<file path="src/rtl/i2c_seq_pkg.sv">
package i2c_seq_pkg;
  typedef enum logic [2:0] {S_IDLE, S_START, S_WRITE, S_READ, S_STOP} seq_state_e;
  typedef enum logic [1:0] {OP_START = 2'd0, OP_WRITE = 2'd1, OP_READ = 2'd2, OP_STOP = 2'd3} byte_op_e;
  typedef enum logic [1:0] {XS_OK = 2'd0, XS_NODEV = 2'd1, XS_TIMEOUT = 2'd2} xfer_status_e;
  typedef enum logic [2:0] {
    ACT_NONE, ACT_WRITE, ACT_READ, ACT_NEXT, ACT_STOP_OK, ACT_STOP_ND
  } seq_act_e;
endpackage

</file>
<file path="src/rtl/i2c_seq_timer.sv">
module i2c_seq_timer #(
  parameter int unsigned LIMIT = 1000000
) (
  input  logic clk_i,
  input  logic rst_ni,
  input  logic run_i,
  output logic expired_o
);
  localparam int CW = $clog2(LIMIT + 1);
  logic [CW-1:0] cnt_q;

  assign expired_o = run_i && (cnt_q == CW'(LIMIT - 1));

  always_ff @(posedge clk_i or negedge rst_ni) begin
    if (!rst_ni)         cnt_q <= '0;
    else if (!run_i)     cnt_q <= '0;
    else if (!expired_o) cnt_q <= cnt_q + 1'b1;
  end
endmodule

</file>
<file path="src/rtl/i2c_seq_ctrl.sv">
module i2c_seq_ctrl
  import i2c_seq_pkg::*;
#(
  parameter int MAX_MSGS = 4,
  parameter int LEN_W    = 4,
  localparam int IDX_W   = (MAX_MSGS > 1) ? $clog2(MAX_MSGS) : 1,
  localparam int NUM_W   = $clog2(MAX_MSGS + 1)
) (
  input  logic                   clk_i,
  input  logic                   rst_ni,
  input  logic                   go_i,
  input  logic [NUM_W-1:0]       num_msgs_i,
  input  logic                   expired_i,
  output logic [IDX_W-1:0]       idx_o,
  output logic [LEN_W-1:0]       ptr_o,
  input  logic [6:0]             desc_addr_i,
  input  logic                   desc_rd_i,
  input  logic [LEN_W-1:0]       desc_len_i,
  input  logic [7:0]             buf_rdata_i,
  output logic                   buf_we_o,
  output logic                   cmd_valid_o,
  output logic [1:0]             cmd_op_o,
  output logic [7:0]             cmd_data_o,
  output logic                   cmd_ack_o,
  output logic                   cmd_rd_o,
  input  logic                   eng_done_i,
  input  logic                   eng_nack_i,
  input  logic                   eng_busy_i,
  input  logic                   eng_arb_lost_i,
  output logic                   busy_o,
  output logic                   done_o,
  output logic [1:0]             status_o,
  output logic                   arb_lost_o
);
  seq_state_e       state_q;
  seq_act_e         act;
  logic [IDX_W-1:0] idx_q, last_q;
  logic [LEN_W-1:0] ptr_q;
  logic             pend_q;
  logic             cmd_valid_q, cmd_ack_q, cmd_rd_q;
  byte_op_e         cmd_op_q;
  logic [7:0]       cmd_data_q;
  xfer_status_e     status_q;
  logic             arb_q, done_q;

  logic             is_last, more_bytes, read_ack;
  logic [LEN_W:0]   ptr_nx;
  logic [LEN_W+1:0] rd_base;

  assign is_last    = (idx_q == last_q);
  assign more_bytes = (ptr_q < desc_len_i);
  assign ptr_nx     = {1'b0, ptr_q} + 1'b1;
  assign rd_base    = (state_q == S_READ) ? {1'b0, ptr_nx} : '0;
  assign read_ack   = (rd_base + 1'b1) < {2'b00, desc_len_i};
  assign buf_we_o   = (state_q == S_READ) && eng_done_i;

  always_comb begin
    act = ACT_NONE;
    if (eng_done_i && !pend_q) begin
      unique case (state_q)
        S_START:
          if (eng_nack_i)               act = ACT_STOP_ND;
          else if (desc_len_i == '0)    act = is_last ? ACT_STOP_OK : ACT_NEXT;
          else if (desc_rd_i)           act = ACT_READ;
          else                          act = ACT_WRITE;
        S_WRITE:
          if (eng_nack_i)               act = ACT_STOP_ND;
          else if (more_bytes)          act = ACT_WRITE;
          else if (!is_last)            act = ACT_NEXT;
          else                          act = ACT_STOP_OK;
        S_READ:
          if (ptr_nx < {1'b0, desc_len_i}) act = ACT_READ;
          else if (!is_last)            act = ACT_NEXT;
          else                          act = ACT_STOP_OK;
        default:                        act = ACT_NONE;
      endcase
    end
  end

  always_ff @(posedge clk_i or negedge rst_ni) begin
    if (!rst_ni) begin
      state_q     <= S_IDLE;
      idx_q       <= '0;
      last_q      <= '0;
      ptr_q       <= '0;
      pend_q      <= 1'b0;
      cmd_valid_q <= 1'b0;
      cmd_op_q    <= OP_START;
      cmd_data_q  <= '0;
      cmd_ack_q   <= 1'b0;
      cmd_rd_q    <= 1'b0;
      status_q    <= XS_NODEV;
      arb_q       <= 1'b0;
      done_q      <= 1'b0;
    end else begin
      cmd_valid_q <= 1'b0;
      done_q      <= 1'b0;
      if (state_q != S_IDLE && eng_arb_lost_i) arb_q <= 1'b1;
      if (state_q != S_IDLE && expired_i) begin
        state_q  <= S_IDLE;
        status_q <= XS_TIMEOUT;
        done_q   <= 1'b1;
        idx_q    <= '0;
        ptr_q    <= '0;
        pend_q   <= 1'b0;
      end else begin
        unique case (state_q)
          S_IDLE:
            if (go_i) begin
              last_q   <= IDX_W'(num_msgs_i - 1'b1);
              idx_q    <= '0;
              ptr_q    <= '0;
              status_q <= XS_NODEV;
              arb_q    <= 1'b0;
              pend_q   <= 1'b1;
              state_q  <= S_START;
            end
          S_STOP:
            if (!cmd_valid_q && !eng_busy_i) begin
              state_q <= S_IDLE;
              done_q  <= 1'b1;
              idx_q   <= '0;
              ptr_q   <= '0;
            end
          default: begin
            if (state_q == S_START && pend_q) begin
              cmd_valid_q <= 1'b1;
              cmd_op_q    <= OP_START;
              cmd_data_q  <= {desc_addr_i, desc_rd_i};
              cmd_rd_q    <= desc_rd_i;
              pend_q      <= 1'b0;
            end
            unique case (act)
              ACT_WRITE: begin
                cmd_valid_q <= 1'b1;
                cmd_op_q    <= OP_WRITE;
                cmd_data_q  <= buf_rdata_i;
                ptr_q       <= ptr_q + 1'b1;
                state_q     <= S_WRITE;
              end
              ACT_READ: begin
                cmd_valid_q <= 1'b1;
                cmd_op_q    <= OP_READ;
                cmd_ack_q   <= read_ack;
                if (state_q == S_READ) ptr_q <= ptr_nx[LEN_W-1:0];
                state_q     <= S_READ;
              end
              ACT_NEXT: begin
                idx_q   <= idx_q + 1'b1;
                ptr_q   <= '0;
                pend_q  <= 1'b1;
                state_q <= S_START;
              end
              ACT_STOP_OK, ACT_STOP_ND: begin
                cmd_valid_q <= 1'b1;
                cmd_op_q    <= OP_STOP;
                cmd_rd_q    <= desc_rd_i;
                if (act == ACT_STOP_OK) status_q <= XS_OK;
                state_q     <= S_STOP;
              end
              default: ;
            endcase
          end
        endcase
      end
    end
  end

  assign idx_o       = idx_q;
  assign ptr_o       = ptr_q;
  assign cmd_valid_o = cmd_valid_q;
  assign cmd_op_o    = cmd_op_q;
  assign cmd_data_o  = cmd_data_q;
  assign cmd_ack_o   = cmd_ack_q;
  assign cmd_rd_o    = cmd_rd_q;
  assign busy_o      = (state_q != S_IDLE);
  assign done_o      = done_q;
  assign status_o    = status_q;
  assign arb_lost_o  = arb_q;
endmodule

</file>
<file path="src/rtl/i2c_msg_seq.sv">
module i2c_msg_seq #(
  parameter int          MAX_MSGS    = 4,
  parameter int          LEN_W       = 4,
  parameter int unsigned TIMEOUT_CYC = 1000000,
  localparam int         IDX_W       = (MAX_MSGS > 1) ? $clog2(MAX_MSGS) : 1,
  localparam int         NUM_W       = $clog2(MAX_MSGS + 1)
) (
  input  logic                   clk_i,
  input  logic                   rst_ni,
  input  logic                   go_i,
  input  logic [NUM_W-1:0]       num_msgs_i,
  output logic [IDX_W-1:0]       desc_idx_o,
  input  logic [6:0]             desc_addr_i,
  input  logic                   desc_rd_i,
  input  logic [LEN_W-1:0]       desc_len_i,
  output logic [IDX_W+LEN_W-1:0] buf_addr_o,
  input  logic [7:0]             buf_rdata_i,
  output logic                   buf_we_o,
  output logic [7:0]             buf_wdata_o,
  output logic                   cmd_valid_o,
  output logic [1:0]             cmd_op_o,
  output logic [7:0]             cmd_data_o,
  output logic                   cmd_ack_o,
  output logic                   cmd_rd_o,
  input  logic                   eng_done_i,
  input  logic                   eng_nack_i,
  input  logic [7:0]             eng_rdata_i,
  input  logic                   eng_busy_i,
  input  logic                   eng_arb_lost_i,
  output logic                   busy_o,
  output logic                   done_o,
  output logic [1:0]             status_o,
  output logic                   arb_lost_o
);
  logic [IDX_W-1:0] idx;
  logic [LEN_W-1:0] ptr;
  logic             expired;

  i2c_seq_timer #(.LIMIT(TIMEOUT_CYC)) u_timer (
    .clk_i, .rst_ni, .run_i(busy_o), .expired_o(expired)
  );

  i2c_seq_ctrl #(.MAX_MSGS(MAX_MSGS), .LEN_W(LEN_W)) u_ctrl (
    .clk_i, .rst_ni, .go_i, .num_msgs_i, .expired_i(expired),
    .idx_o(idx), .ptr_o(ptr),
    .desc_addr_i, .desc_rd_i, .desc_len_i, .buf_rdata_i, .buf_we_o,
    .cmd_valid_o, .cmd_op_o, .cmd_data_o, .cmd_ack_o, .cmd_rd_o,
    .eng_done_i, .eng_nack_i, .eng_busy_i, .eng_arb_lost_i,
    .busy_o, .done_o, .status_o, .arb_lost_o
  );

  assign desc_idx_o  = idx;
  assign buf_addr_o  = {idx, ptr};
  assign buf_wdata_o = eng_rdata_i;
endmodule

</file>
<file path="config.mk">
export PLATFORM = sky130hd
export DESIGN_NAME = i2c_msg_seq
export DESIGN_NICKNAME = d
export VERILOG_FILES = /design/src/rtl/i2c_seq_pkg.sv /design/src/rtl/i2c_seq_timer.sv /design/src/rtl/i2c_seq_ctrl.sv /design/src/rtl/i2c_msg_seq.sv
export SDC_FILE = /design/constraint.sdc
export NUM_CORES = 1
export LEC_CHECK = 0
export BUFFER_PORTS_ARGS = -buffer_cell sky130_fd_sc_hd__buf_2
export CAP_MARGIN = 20
export CORE_ASPECT_RATIO = 0.9
export CORE_UTILIZATION = 40
export CTS_CLUSTER_SIZE = 25
export DETAILED_ROUTE_END_ITERATION = 10
export GPL_ROUTABILITY_DRIVEN = 0
export GPL_TIMING_DRIVEN = 1
export MAX_ROUTING_LAYER = met4
export SLEW_MARGIN = 30
export SYNTH_ARGS = -nofsm -noshare
export SYNTH_HDL_FRONTEND = slang
export SYNTH_HIERARCHICAL = 1
export SYNTH_SLANG_ARGS = --single-unit
</file>
<file path="constraint.sdc">
create_clock -name clk_i -period 4.84 [get_ports clk_i]
set_clock_uncertainty 0.05 [all_clocks]
set_input_delay 0.484 -clock clk_i [delete_from_list [all_inputs] [get_ports clk_i]]
set_output_delay 0.484 -clock clk_i [all_outputs]
set_load 0.01 [all_outputs]
</file>
==> impl_metrics.toml, run 1 <==
[floorplan]
start_util_pct = 42.45
die_w_um = 94.51
fp.dieArea_mm2 = 0.008057
boundaryPins = 73
placeable_core_area_mm2 = 0.007257
placementRows = 29
die_h_um = 85.26

[setup_path]
crit_path_end = "u_ctrl/ptr_o[2]$_DFFE_PN0P_"
criticalPathCategory = "flop to flop"
cp.required_ps = 4970
crit_start = "u_timer/cnt_q[13]$_DFFE_PN0P_"
r2r_setup_slack_ps = 1280
worst-r2r-cell-count = 10
critPathMaxStageDelay_ps = 570
worst_setup_path_start_kind = "flop"
critical_path.cell_chain = "or4_1 -> nor4_2 -> nand2b_1 -> nor2_1 -> nor3b_1 -> o21a_1 -> a21oi_1 -> o21ai_0 -> a21o_2 -> a221o_1"
worst_r2r_startpoint = "u_timer/cnt_q[13]$_DFFE_PN0P_"
setup.worst_path.end_class = "flop"
reg2reg_to = "u_ctrl/ptr_o[2]$_DFFE_PN0P_"
arrival_ps = 3690
cp_slowest_cell = "sky130_fd_sc_hd__or4_1"
worst-path-max-fanout = 7

[sta]
fmax_ghz = 0.2809
final_max_slew_viol_count = 0
final.min_clock_period_ps = 3560
timing.final.hold_violations = 0
setup-tns-final_ps = 0
timing_worst_slew_pin_value_ps = 628.5
finalCritPeriodShare_pct = 73.54
rsz0062_at_grt = "false"
setup_violations = 0
normalized_max_slew_margin_pct = 57.78

[clock_network]
worst_setup_hold_path_clk_slew_ps = 90
cts_repair_resize_count = 0
cts_tree = "done"
insertion_delay_ps = 300
count_of_clock_tree_sinks = 49
root_buffer = "sky130_fd_sc_hd__clkbuf_8"
ctsLongestPathBuffers = 2
cts_hold_repair.buffers = 0
cts_max_level = 2
cts-buffers-inserted = 5
postCtsSetupRepairBufs = 0

[yosys]
synthCells = 323
ys_dominant_reg_cell = "sky130_fd_sc_hd__dfrtp_1"
synth_fp_nets = 373
synth-warning-count = 6
synth.area.top_cells = "sky130_fd_sc_hd__dfrtp_1, sky130_fd_sc_hd__ha_1, sky130_fd_sc_hd__a21oi_1"
synth_edf_count = 0
synth_common_cells = "sky130_fd_sc_hd__dfrtp_1, sky130_fd_sc_hd__a21oi_1, sky130_fd_sc_hd__nand2_1, sky130_fd_sc_hd__nor2_1, sky130_fd_sc_hd__o21ai_0"
cell_area_after_synthesis_mm2 = 0.003080
netlist-cell-type-count = 70
seq_area_frac_synth_pct = 39.85
synth_top_area_share_pct = 38.99
synth.most_common_cell = "sky130_fd_sc_hd__dfrtp_1"
synthesis.area_per_instance_um2 = 9.537
synth_area_leader_cell = "sky130_fd_sc_hd__dfrtp_1"
ys_seq_elements = 49
synth-async-reset-ratio_pct = 100.0

[grt]
grtUsageTotal_pct = 19.28
global_route_wire_length_before_repair_um = 11900
grt_start_max_net_pins = 50
antenna_found_initial = 0
number_of_global_route_vias_before_repair = 2427
globalRouteOverflowTotal = 0

[drt]
drtIter0Drc = 105
postRouteWirelength_um = 6920
drcViolationCount = 0
detail_route.wl_per_cell_um = 15.01
first_pass_iters = 4
detailroute.via_count = 2583
antenna_left = 0
via_per_inst = 5.603

[layout]
num_antenna_cells = 0
drive_gt1_share_pct = 23.10
final_net_count = 417
final_core_util_pct = 47.90
finish.cell_count_without_fillers = 461
area_delta_synth_final_pct = 12.83
fillerInstances = 730

[place]
place_inst = 453
dp_hpwl_um = 5156
place.port_buffers = 55

[power]
vdd_drop_max_uv = 294.1
power.leakage_nw = 1.523
cellPowerDensity_mw_per_mm2 = 554.8

[status]
run_status = "complete, no violations"

[min_path]
hold_path_class = "input pin to asynchronous set/reset pin"

[flow_run]
timing.max_cap.violations = 0
[critical path: cells and delay by family (launching register included)]
| family | cells | cell delay, ps |
|---|---|---|
| simple gates | 5 | 1690 |
| compound gates | 5 | 1260 |
| flops | 1 | 440 |
[routing by layer]
| metal | share of wire [%] | global-route usage [%] |
|---|---|---|
| met3 | 5.2 | 2.778 |
| met1 | 51 | 29.42 |
| met5 | 0 | - |
| met4 | 0.75 | 6.336 |
| met2 | 43 | 25.82 |
[area by class of cell]
cell class              count  area, um^2  share of cell area [%]
flip-flops and latches     49        1227                   35.31
multi-input cells         238        1662                   47.80
inverters                  15       56.30                   1.620
clock inverters             1       30.03                  0.8639
well taps                  93       116.4                   3.348
repair buffers             58       297.8                   8.567
clock buffers               7       86.33                   2.484
[metrics by stage]
step / cell area (um^2) / setup WS (ps) / hold WS, ps / total power, mW
final: 3476 / 1281 / 222.2 / 1.928
after global routing: 3476 / 919.9 / 282.3 / 2.091
after detailed placement: 3359 / 1285 / 427.3 / 1.637
after floorplan: 3080 / 1725 / 138.4 / 1.362
after global placement: 3359 / 1337 / 416.7 / 1.617
after CTS: 3476 / 1249 / 239.2 / 1.949
[worst min-delay path by stage]
stage                                       from                             to  slack [ps]  cells past startpoint
floorplan                                 rst_ni    u_ctrl/arb_lost_o$_DFF_PN0_         140                      0
global placement    u_ctrl/cmd_ack_o$_DFFE_PN0P_   u_ctrl/cmd_ack_o$_DFFE_PN0P_         420                      2
detailed placement  u_ctrl/cmd_ack_o$_DFFE_PN0P_   u_ctrl/cmd_ack_o$_DFFE_PN0P_         430                      2
CTS                                       rst_ni   u_timer/cnt_q[2]$_DFFE_PN0P_         240                      2
global route                              rst_ni  u_timer/cnt_q[12]$_DFFE_PN0P_         280                      2
finish                                    rst_ni   u_timer/cnt_q[1]$_DFFE_PN0P_         220                      2
[where the power goes]
group / switching, mW / internal [mW] / leakage, nW
combinational: 0.571 / 0.408 / 0.839
sequential: 0.114 / 0.532 / 0.625
clock: 0.135 / 0.169 / 0.0585
[kinds of logic after synthesis]
kind of cell,after synthesis,share of synthesized area [%]
xor gates and xnor gates,12,3.412
buffers and inverters,36,6.214
and+or+nand+nor,112,20.88
adders and majority gates,12,4.874
DFF,49,39.85
AOI/OAI and AO/OA,98,23.40
muxes,4,1.381
[cells in the final DEF, fill, tap and decap left out, types with 3 or more instances in the layout]
cell type	netlist	layout
sky130_fd_sc_hd__o21ai_0	18	18
sky130_fd_sc_hd__nand2b_1	4	4
sky130_fd_sc_hd__nor4_1	3	3
sky130_fd_sc_hd__or3_1	8	8
sky130_fd_sc_hd__nand3b_1	3	3
sky130_fd_sc_hd__a21oi_1	21	21
sky130_fd_sc_hd__or4_1	7	7
sky130_fd_sc_hd__a22o_1	3	3
sky130_fd_sc_hd__o22ai_1	9	9
sky130_fd_sc_hd__xor2_1	6	6
sky130_fd_sc_hd__a31oi_1	3	3
sky130_fd_sc_hd__buf_4	10	3
sky130_fd_sc_hd__xnor2_1	6	6
sky130_fd_sc_hd__a2bb2oi_1	8	8
sky130_fd_sc_hd__ha_1	12	12
sky130_fd_sc_hd__nand3_1	9	9
sky130_fd_sc_hd__nand4_1	4	4
sky130_fd_sc_hd__and2_1	5	5
sky130_fd_sc_hd__o211ai_1	3	3
sky130_fd_sc_hd__clkbuf_8	0	6
sky130_fd_sc_hd__nand2_1	21	21
sky130_fd_sc_hd__nor2_1	21	21
sky130_fd_sc_hd__nor3_1	6	6
sky130_fd_sc_hd__inv_1	15	15
sky130_fd_sc_hd__buf_2	2	55
sky130_fd_sc_hd__nor3b_1	4	4
sky130_fd_sc_hd__o31ai_1	6	6
sky130_fd_sc_hd__dfrtp_1	48	48
[flip-flops by register name, indices dropped and copies added, names as in the netlist, 2 cells and up]
signal,cells
u_ctrl/cmd_data_o,8
u_ctrl/cmd_op_o,2
u_ctrl/idx_o,2
u_ctrl/last_q,2
u_ctrl/ptr_o,4
u_ctrl/state_q,3
u_ctrl/status_o,2
u_timer/cnt_q,20
Power figures use the tool's default switching activity.
==> run 2, diff against run 1 <==
--- a/config.mk
+++ b/config.mk
@@ -5,6 +5,7 @@
 export SDC_FILE = /design/constraint.sdc
 export NUM_CORES = 1
 export LEC_CHECK = 0
+export ABC_AREA = 1
 export BUFFER_PORTS_ARGS = -buffer_cell sky130_fd_sc_hd__buf_2
 export CAP_MARGIN = 20
 export CORE_ASPECT_RATIO = 0.9
==> constraint.sdc (replaced) <==
create_clock -name clk_i -period 3 [get_ports clk_i]
set_clock_uncertainty 0.05 [all_clocks]
set_input_delay 0.3 -clock clk_i [delete_from_list [all_inputs] [get_ports clk_i]]
set_output_delay 0.3 -clock clk_i [all_outputs]
set_load 0.01 [all_outputs]
==> impl_metrics.toml, run 2 <==
[drt]
detailroute.via_count = 3185
drcViolationCount = 0
drtIter0Drc = 82
antenna_left = 0
postRouteWirelength_um = 7825
first_pass_iters = 5
via_per_inst = 4.804
detail_route.wl_per_cell_um = 11.80

[yosys]
synth-async-reset-ratio_pct = 100.0
synth-warning-count = 6
dominant_combinational_cell_family_by_area_after_synthesis = "simple AND/OR/NAND/NOR gates"
seq_area_frac_synth_pct = 35.83
synthesized_area_fraction_occupied_by_ao_oa_aoi_and_oai_cells_pct = 5.698
synth_edf_count = 0
synth_area_in_adders_pct = 4.383
ys_seq_elements = 49
synth_fp_nets = 541
synth.most_common_cell = "sky130_fd_sc_hd__nand2_1"
synth_common_cells = "sky130_fd_sc_hd__nand2_1, sky130_fd_sc_hd__inv_1, sky130_fd_sc_hd__dfrtp_1, sky130_fd_sc_hd__nor2_1, sky130_fd_sc_hd__nand3_1"
synth_area_leader_cell = "sky130_fd_sc_hd__dfrtp_1"
synthCells = 491
synth_top_area_share_pct = 35.06
post_synth_and_or_nand_nor_area_fraction_pct = 41.42
synth_mux_area_share_pct = 0
synth.area.top_cells = "sky130_fd_sc_hd__dfrtp_1, sky130_fd_sc_hd__nand2_1, sky130_fd_sc_hd__inv_1"
ys_dominant_reg_cell = "sky130_fd_sc_hd__dfrtp_1"
cell_area_after_synthesis_mm2 = 0.003426
synthesis.area_per_instance_um2 = 6.977
xor_xnor_share_of_the_synthesized_area_pct = 2.045
netlist-cell-type-count = 33

[sta]
setup-tns-final_ps = 0
timing.final.hold_violations = 0
rsz0062_at_grt = "false"
final.min_clock_period_ps = 2699
setup_violations = 0
timing_worst_slew_pin_value_ps = 554.9
normalized_max_slew_margin_pct = 63.01
final_max_slew_viol_count = 0
fmax_ghz = 0.3705
finalCritPeriodShare_pct = 89.96

[setup_path]
worst_setup_path_start_kind = "flop"
worst-path-max-fanout = 12
crit_start = "u_ctrl/ptr_o[2]$_DFFE_PN0P_"
cp.required_ps = 3190
setup.worst_path.end_class = "flop"
worst_r2r_startpoint = "u_ctrl/ptr_o[2]$_DFFE_PN0P_"
criticalPathCategory = "flop to flop"
arrival_ps = 2890

[layout]
largest_reg_flops = 20
drive_gt1_share_pct = 21.17
final_common_cell = "sky130_fd_sc_hd__nand2_1"
stdcell_area_mm2 = 0.003876
fillerInstances = 853
num_antenna_cells = 0
final_cell_mix = "sky130_fd_sc_hd__nand2_1, sky130_fd_sc_hd__inv_1, sky130_fd_sc_hd__buf_2"
final_net_count = 597
largest_register = "u_timer/cnt_q"
finish.cell_count_without_fillers = 663
area_delta_synth_final_pct = 13.15

[clock_network]
cts-buffers-inserted = 5
postCtsSetupRepairBufs = 0
root_buffer = "sky130_fd_sc_hd__clkbuf_8"
ctsLongestPathBuffers = 2
cts_tree = "done"
cts_max_level = 2
worst_setup_hold_path_clk_slew_ps = 90
insertion_delay_ps = 300
count_of_clock_tree_sinks = 49

[floorplan]
placeable_core_area_mm2 = 0.008184
die_h_um = 89.80
die_w_um = 99.55
boundaryPins = 73
placementRows = 31
start_util_pct = 41.86
fp.dieArea_mm2 = 0.008939

[power]
cellPowerDensity_mw_per_mm2 = 756.3
vdd_drop_max_uv = 346.1
power.leakage_nw = 2.146

[grt]
grtUsageMet2_pct = 30.03
use_met1_pct = 25.49
global_route_wire_length_before_repair_um = 13410
number_of_global_route_vias_before_repair = 2909
grt_start_max_net_pins = 27
grtUsageTotal_pct = 18.85
grt-busiest-layer = "met2"
globalRouteOverflowTotal = 0
met3_usage_pct = 3.266
antenna_found_initial = 0

[place]
place.port_buffers = 55
dp_hpwl_um = 6181
place_inst = 654
placedInstanceArea_mm2 = 0.003781

[status]
run_status = "complete, no violations"

[min_path]
hold_path_startpoint = "go_i"
hold_path_class = "input pin to flop"

[flow_run]
timing.max_cap.violations = 0
[run 2: changes by cell type after synthesis, moves of 8 or more]
cell	previous run	this run
sky130_fd_sc_hd__o21ai_0	18	10
sky130_fd_sc_hd__nand4_1	4	16
sky130_fd_sc_hd__a21oi_1	21	11
sky130_fd_sc_hd__inv_2	0	10
sky130_fd_sc_hd__nand2_1	21	166
sky130_fd_sc_hd__nor2_1	21	47
sky130_fd_sc_hd__nand2_2	0	11
sky130_fd_sc_hd__o22ai_1	9	0
sky130_fd_sc_hd__nand3_1	9	38
sky130_fd_sc_hd__or3_1	8	0
sky130_fd_sc_hd__inv_1	15	56
[run 2: logic make-up after synthesis]
kind of cell,count (synthesis)
buffers and inverters,80
adders and majority gates,12
and+or+nand+nor,308
AOI/OAI and AO/OA,34
xor gates and xnor gates,8
DFF,49
[run 2: layer usage]
metal | share of wire, % | vias to the layer above | wire [um]
li1 | - | 1654 | -
met1 | 49 | 1450 | 3824
met2 | 46 | 73 | 3567
met3 | 4.7 | 8 | 369
met4 | 0.82 | 0 | 64
met5 | 0 | - | 0
[run 2: cell type report]
class                      instances  area (um^2)  area share [%]
clock buffer                       7        76.32           1.969
multi-input combinational        362         1834           47.32
timing repair buffer              63        337.8           8.715
sequential                        49         1229           31.70
clock inverter                     1        7.507          0.1937
inverter                          66        247.7           6.391
tap                              115        143.9           3.712
[run 2: worst paths after layout]
| path | cells after the start | slack (ps) | to |
|---|---|---|---|
| setup / recovery | 17 | 300 | u_ctrl/cmd_data_o[1]$_DFFE_PN0P_ |
| hold / removal | 2 | 140 | u_ctrl/arb_lost_o$_DFF_PN0_ |
| setup reg to reg | 17 | 300 | u_ctrl/cmd_data_o[1]$_DFFE_PN0P_ |
| hold reg to reg | 2 | 430 | u_ctrl/status_o[0]$_DFFE_PN1P_ |
| max in group asynchronous | 3 | 1670 | u_ctrl/cmd_data_o[3]$_DFFE_PN0P_ |
| min in group asynchronous | 2 | 460 | u_timer/cnt_q[5]$_DFFE_PN0P_ |
[run 2: per-stage QoR]
stage | total power [mW] | util [%] | hold slack (ps) | setup slack, ps
floorplan | 2.125 | - | -45.59 | 486.7
global placement | 2.518 | 46.20 | 272.9 | 345.5
detailed placement | 2.561 | 46.20 | 275.1 | 309.7
CTS | 2.969 | 47.35 | 132.6 | 286.4
global route | 3.220 | 47.36 | 128.6 | 33.58
finish | 2.932 | 47.36 | 144.0 | 301.1
[run 2: power breakdown]
part           internal [mW]  switching, mW
Sequential             0.861          0.182
Combinational          0.540          0.958
Clock                  0.166          0.225
[run 2: worst max-delay path: stages (launching register included)]
cell                      delay, ps
sky130_fd_sc_hd__dfrtp_1        470
sky130_fd_sc_hd__nand3_1        120
sky130_fd_sc_hd__xor2_1         150
sky130_fd_sc_hd__inv_1          120
sky130_fd_sc_hd__ha_1           300
sky130_fd_sc_hd__nand2_1         60
sky130_fd_sc_hd__nand2_1         40
sky130_fd_sc_hd__nor2_1          90
sky130_fd_sc_hd__nand2_1         90
sky130_fd_sc_hd__nand3_1         80
sky130_fd_sc_hd__nand2_1        100
sky130_fd_sc_hd__a21oi_4        270
sky130_fd_sc_hd__nand3_4        200
sky130_fd_sc_hd__nand2_4        110
sky130_fd_sc_hd__nand2_4        110
sky130_fd_sc_hd__inv_2          150
sky130_fd_sc_hd__nand2_1         70
sky130_fd_sc_hd__nand2_1         60
[run 2: timing repair]
item | in CTS | in global routing
gates resized for setup | 0 | 1
hold buffers | 1 | 0
setup endpoints to repair | 0 | 1
hold endpoints to repair | 22 | 0
==> run 3, diff against run 2 <==
--- a/config.mk
+++ b/config.mk
@@ -9,12 +9,14 @@
 export BUFFER_PORTS_ARGS = -buffer_cell sky130_fd_sc_hd__buf_2
 export CAP_MARGIN = 20
 export CORE_ASPECT_RATIO = 0.9
+export CORE_MARGIN = 2
 export CORE_UTILIZATION = 40
 export CTS_CLUSTER_SIZE = 25
 export DETAILED_ROUTE_END_ITERATION = 10
 export GPL_ROUTABILITY_DRIVEN = 0
 export GPL_TIMING_DRIVEN = 1
 export MAX_ROUTING_LAYER = met4
+export RECOVER_POWER = 50
 export SLEW_MARGIN = 30
 export SYNTH_ARGS = -nofsm -noshare
 export SYNTH_HDL_FRONTEND = slang
==> impl_metrics.toml, run 3 (synthesis gave the netlist of run 2 again) <==
[layout]
num_antenna_cells = 0
largest_reg_flops = 20
largest_register = "u_timer/cnt_q"
finish.cell_count_without_fillers = 667
final_net_count = 597
drive_gt1_share_pct = 16.61
final_cell_mix = "sky130_fd_sc_hd__nand2_1, sky130_fd_sc_hd__inv_1, sky130_fd_sc_hd__nor2_1, sky130_fd_sc_hd__dfrtp_1, sky130_fd_sc_hd__nand3_1"
final_common_cell = "sky130_fd_sc_hd__nand2_1"
area_delta_synth_final_pct = 12.34

[sta]
timing_worst_slew_pin_value_ps = 1320
normalized_max_slew_margin_pct = 11.98
setup_violations = 0
final.min_clock_period_ps = 2669
rsz0062_at_grt = "false"
final_max_slew_viol_count = 0
final_critical_path_setup_slack_ps = 330.6
setup-tns-final_ps = 0
finalCritPeriodShare_pct = 88.98
timing.final.hold_violations = 0
hold_slack_ps = 163.5
fmax_ghz = 0.3746

[drt]
first_pass_iters = 5
postRouteWirelength_um = 7756
drcViolationCount = 0
drtIter0Drc = 112
detail_route.wl_per_cell_um = 11.63
antenna_left = 0
via_per_inst = 4.798
detailroute.via_count = 3200

[power]
power.leakage_nw = 2.061
vdd_drop_max_uv = 349.5
cellPowerDensity_mw_per_mm2 = 749.0

[setup_path]
cp.required_ps = 3180
arrival_ps = 2850
criticalPathCategory = "flop to flop"
worst-path-max-fanout = 12
setup.worst_path.end_class = "flop"
worst_setup_path_start_kind = "flop"
worst-r2r-cell-count = 17

[clock_network]
cts-buffers-inserted = 5
worst_setup_hold_path_clk_slew_ps = 80
postCtsSetupRepairBufs = 0
count_of_clock_tree_sinks = 49
cts_max_level = 2
insertion_delay_ps = 300
root_buffer = "sky130_fd_sc_hd__clkbuf_8"
cts_tree = "done"
ctsLongestPathBuffers = 2

[flow_run]
timing.max_cap.violations = 0

[grt]
grtUsageTotal_pct = 18.38
antenna_found_initial = 0
global_route_wire_length_before_repair_um = 13530
grt_start_max_net_pins = 27
globalRouteOverflowTotal = 0
number_of_global_route_vias_before_repair = 2958

[floorplan]
boundaryPins = 73
die_h_um = 91.80
fp.dieArea_mm2 = 0.009322
placeable_core_area_mm2 = 0.008448
placementRows = 32
start_util_pct = 40.55
die_w_um = 101.6

[min_path]
hold_path_class = "input pin to flop"
hold_path_depth = 2

[place]
dpl_worst_slack_ps = 332.2
dp_hpwl_um = 6105
place_inst = 658
place.port_buffers = 55

[status]
run_status = "complete, no violations"
==> run 3: cell types whose count changed in the layout (fill, tap and decap cells not counted) <==
cell	previous run	this run
sky130_fd_sc_hd__clkbuf_1	2	26
sky130_fd_sc_hd__buf_4	7	6
sky130_fd_sc_hd__clkbuf_2	0	1
sky130_fd_sc_hd__buf_2	55	31
sky130_fd_sc_hd__dfstp_1	0	1
sky130_fd_sc_hd__dfstp_2	1	0
==> run 3: final timing paths <==
| path | slack (ps) | from | endpoint |
|---|---|---|---|
| setup / recovery | 330 | u_ctrl/ptr_o[0]$_DFFE_PN0P_ | u_ctrl/cmd_data_o[2]$_DFFE_PN0P_ |
| hold / removal | 160 | go_i | u_ctrl/arb_lost_o$_DFF_PN0_ |
| setup reg to reg | 330 | u_ctrl/ptr_o[0]$_DFFE_PN0P_ | u_ctrl/cmd_data_o[2]$_DFFE_PN0P_ |
| hold reg to reg | 440 | u_ctrl/cmd_op_o[1]$_DFFE_PN0P_ | u_ctrl/cmd_op_o[1]$_DFFE_PN0P_ |
| max in group asynchronous | 800 | rst_ni | u_ctrl/cmd_data_o[7]$_DFFE_PN0P_ |
| min in group asynchronous | 770 | rst_ni | u_timer/cnt_q[5]$_DFFE_PN0P_ |
==> run 3: stage by stage <==
step | total power [mW] | cell area, um^2 | utilization, %
floorplan | 2.125 | 3426 | -
global placement | 2.520 | 3786 | 44.82
detailed placement | 2.549 | 3786 | 44.82
CTS | 2.946 | 3880 | 45.93
global route | 3.191 | 3849 | 45.56
finish | 2.883 | 3849 | 45.56
==> run 3: final cells by class <==
type                            instances  area, um^2
Fill cell                             894        4599
Inverter                               66       247.7
Clock inverter                          1       7.507
Sequential cell                        49        1229
Timing Repair Buffer                   63       305.3
Tap cell                              119       148.9
Multi-Input combinational cell        362        1834
Clock buffer                            7       76.32
==> run 3: worst max-delay path, stage by stage, from the launching register on <==
cell and delay (ps):
sky130_fd_sc_hd__dfrtp_2 460, sky130_fd_sc_hd__ha_1 240, sky130_fd_sc_hd__xor2_1 170, sky130_fd_sc_hd__ha_1 290, sky130_fd_sc_hd__nand2_1 50, sky130_fd_sc_hd__inv_1 40, sky130_fd_sc_hd__nand2_1 40, sky130_fd_sc_hd__nand2_1 90
sky130_fd_sc_hd__nand2_1 60, sky130_fd_sc_hd__nand2_1 70, sky130_fd_sc_hd__nand3_2 110, sky130_fd_sc_hd__nor2_4 250, sky130_fd_sc_hd__nand3_4 190, sky130_fd_sc_hd__nand2_4 100, sky130_fd_sc_hd__nand2_4 110, sky130_fd_sc_hd__inv_2 150
sky130_fd_sc_hd__nand2_1 70, sky130_fd_sc_hd__nand2_1 60
==> run 3: per-layer routing <==
| metal | routed length, um | global-route usage (%) | up-vias |
|---|---|---|---|
| li1 | - | - | 1661 |
| met1 | 3815 | 25.14 | 1450 |
| met2 | 3548 | 28.56 | 80 |
| met3 | 351 | 3.354 | 9 |
| met4 | 41 | 3.829 | 0 |
| met5 | 0 | - | - |
==> run 3: where the power goes <==
group	switching, mW	total, mW	internal [mW]
clock network	0.214	0.379	0.165
logic	0.951	1.46	0.508
registers	0.185	1.04	0.859
total	1.35	2.88	1.53
==> run 3: repair_timing <==
action | 4_1_cts | 5_1_grt
hold buffers | 1 | 0
endpoints found under the hold margin | 22 | 0
gates resized for setup | 0 | 1
endpoints found under the setup margin | 0 | 2
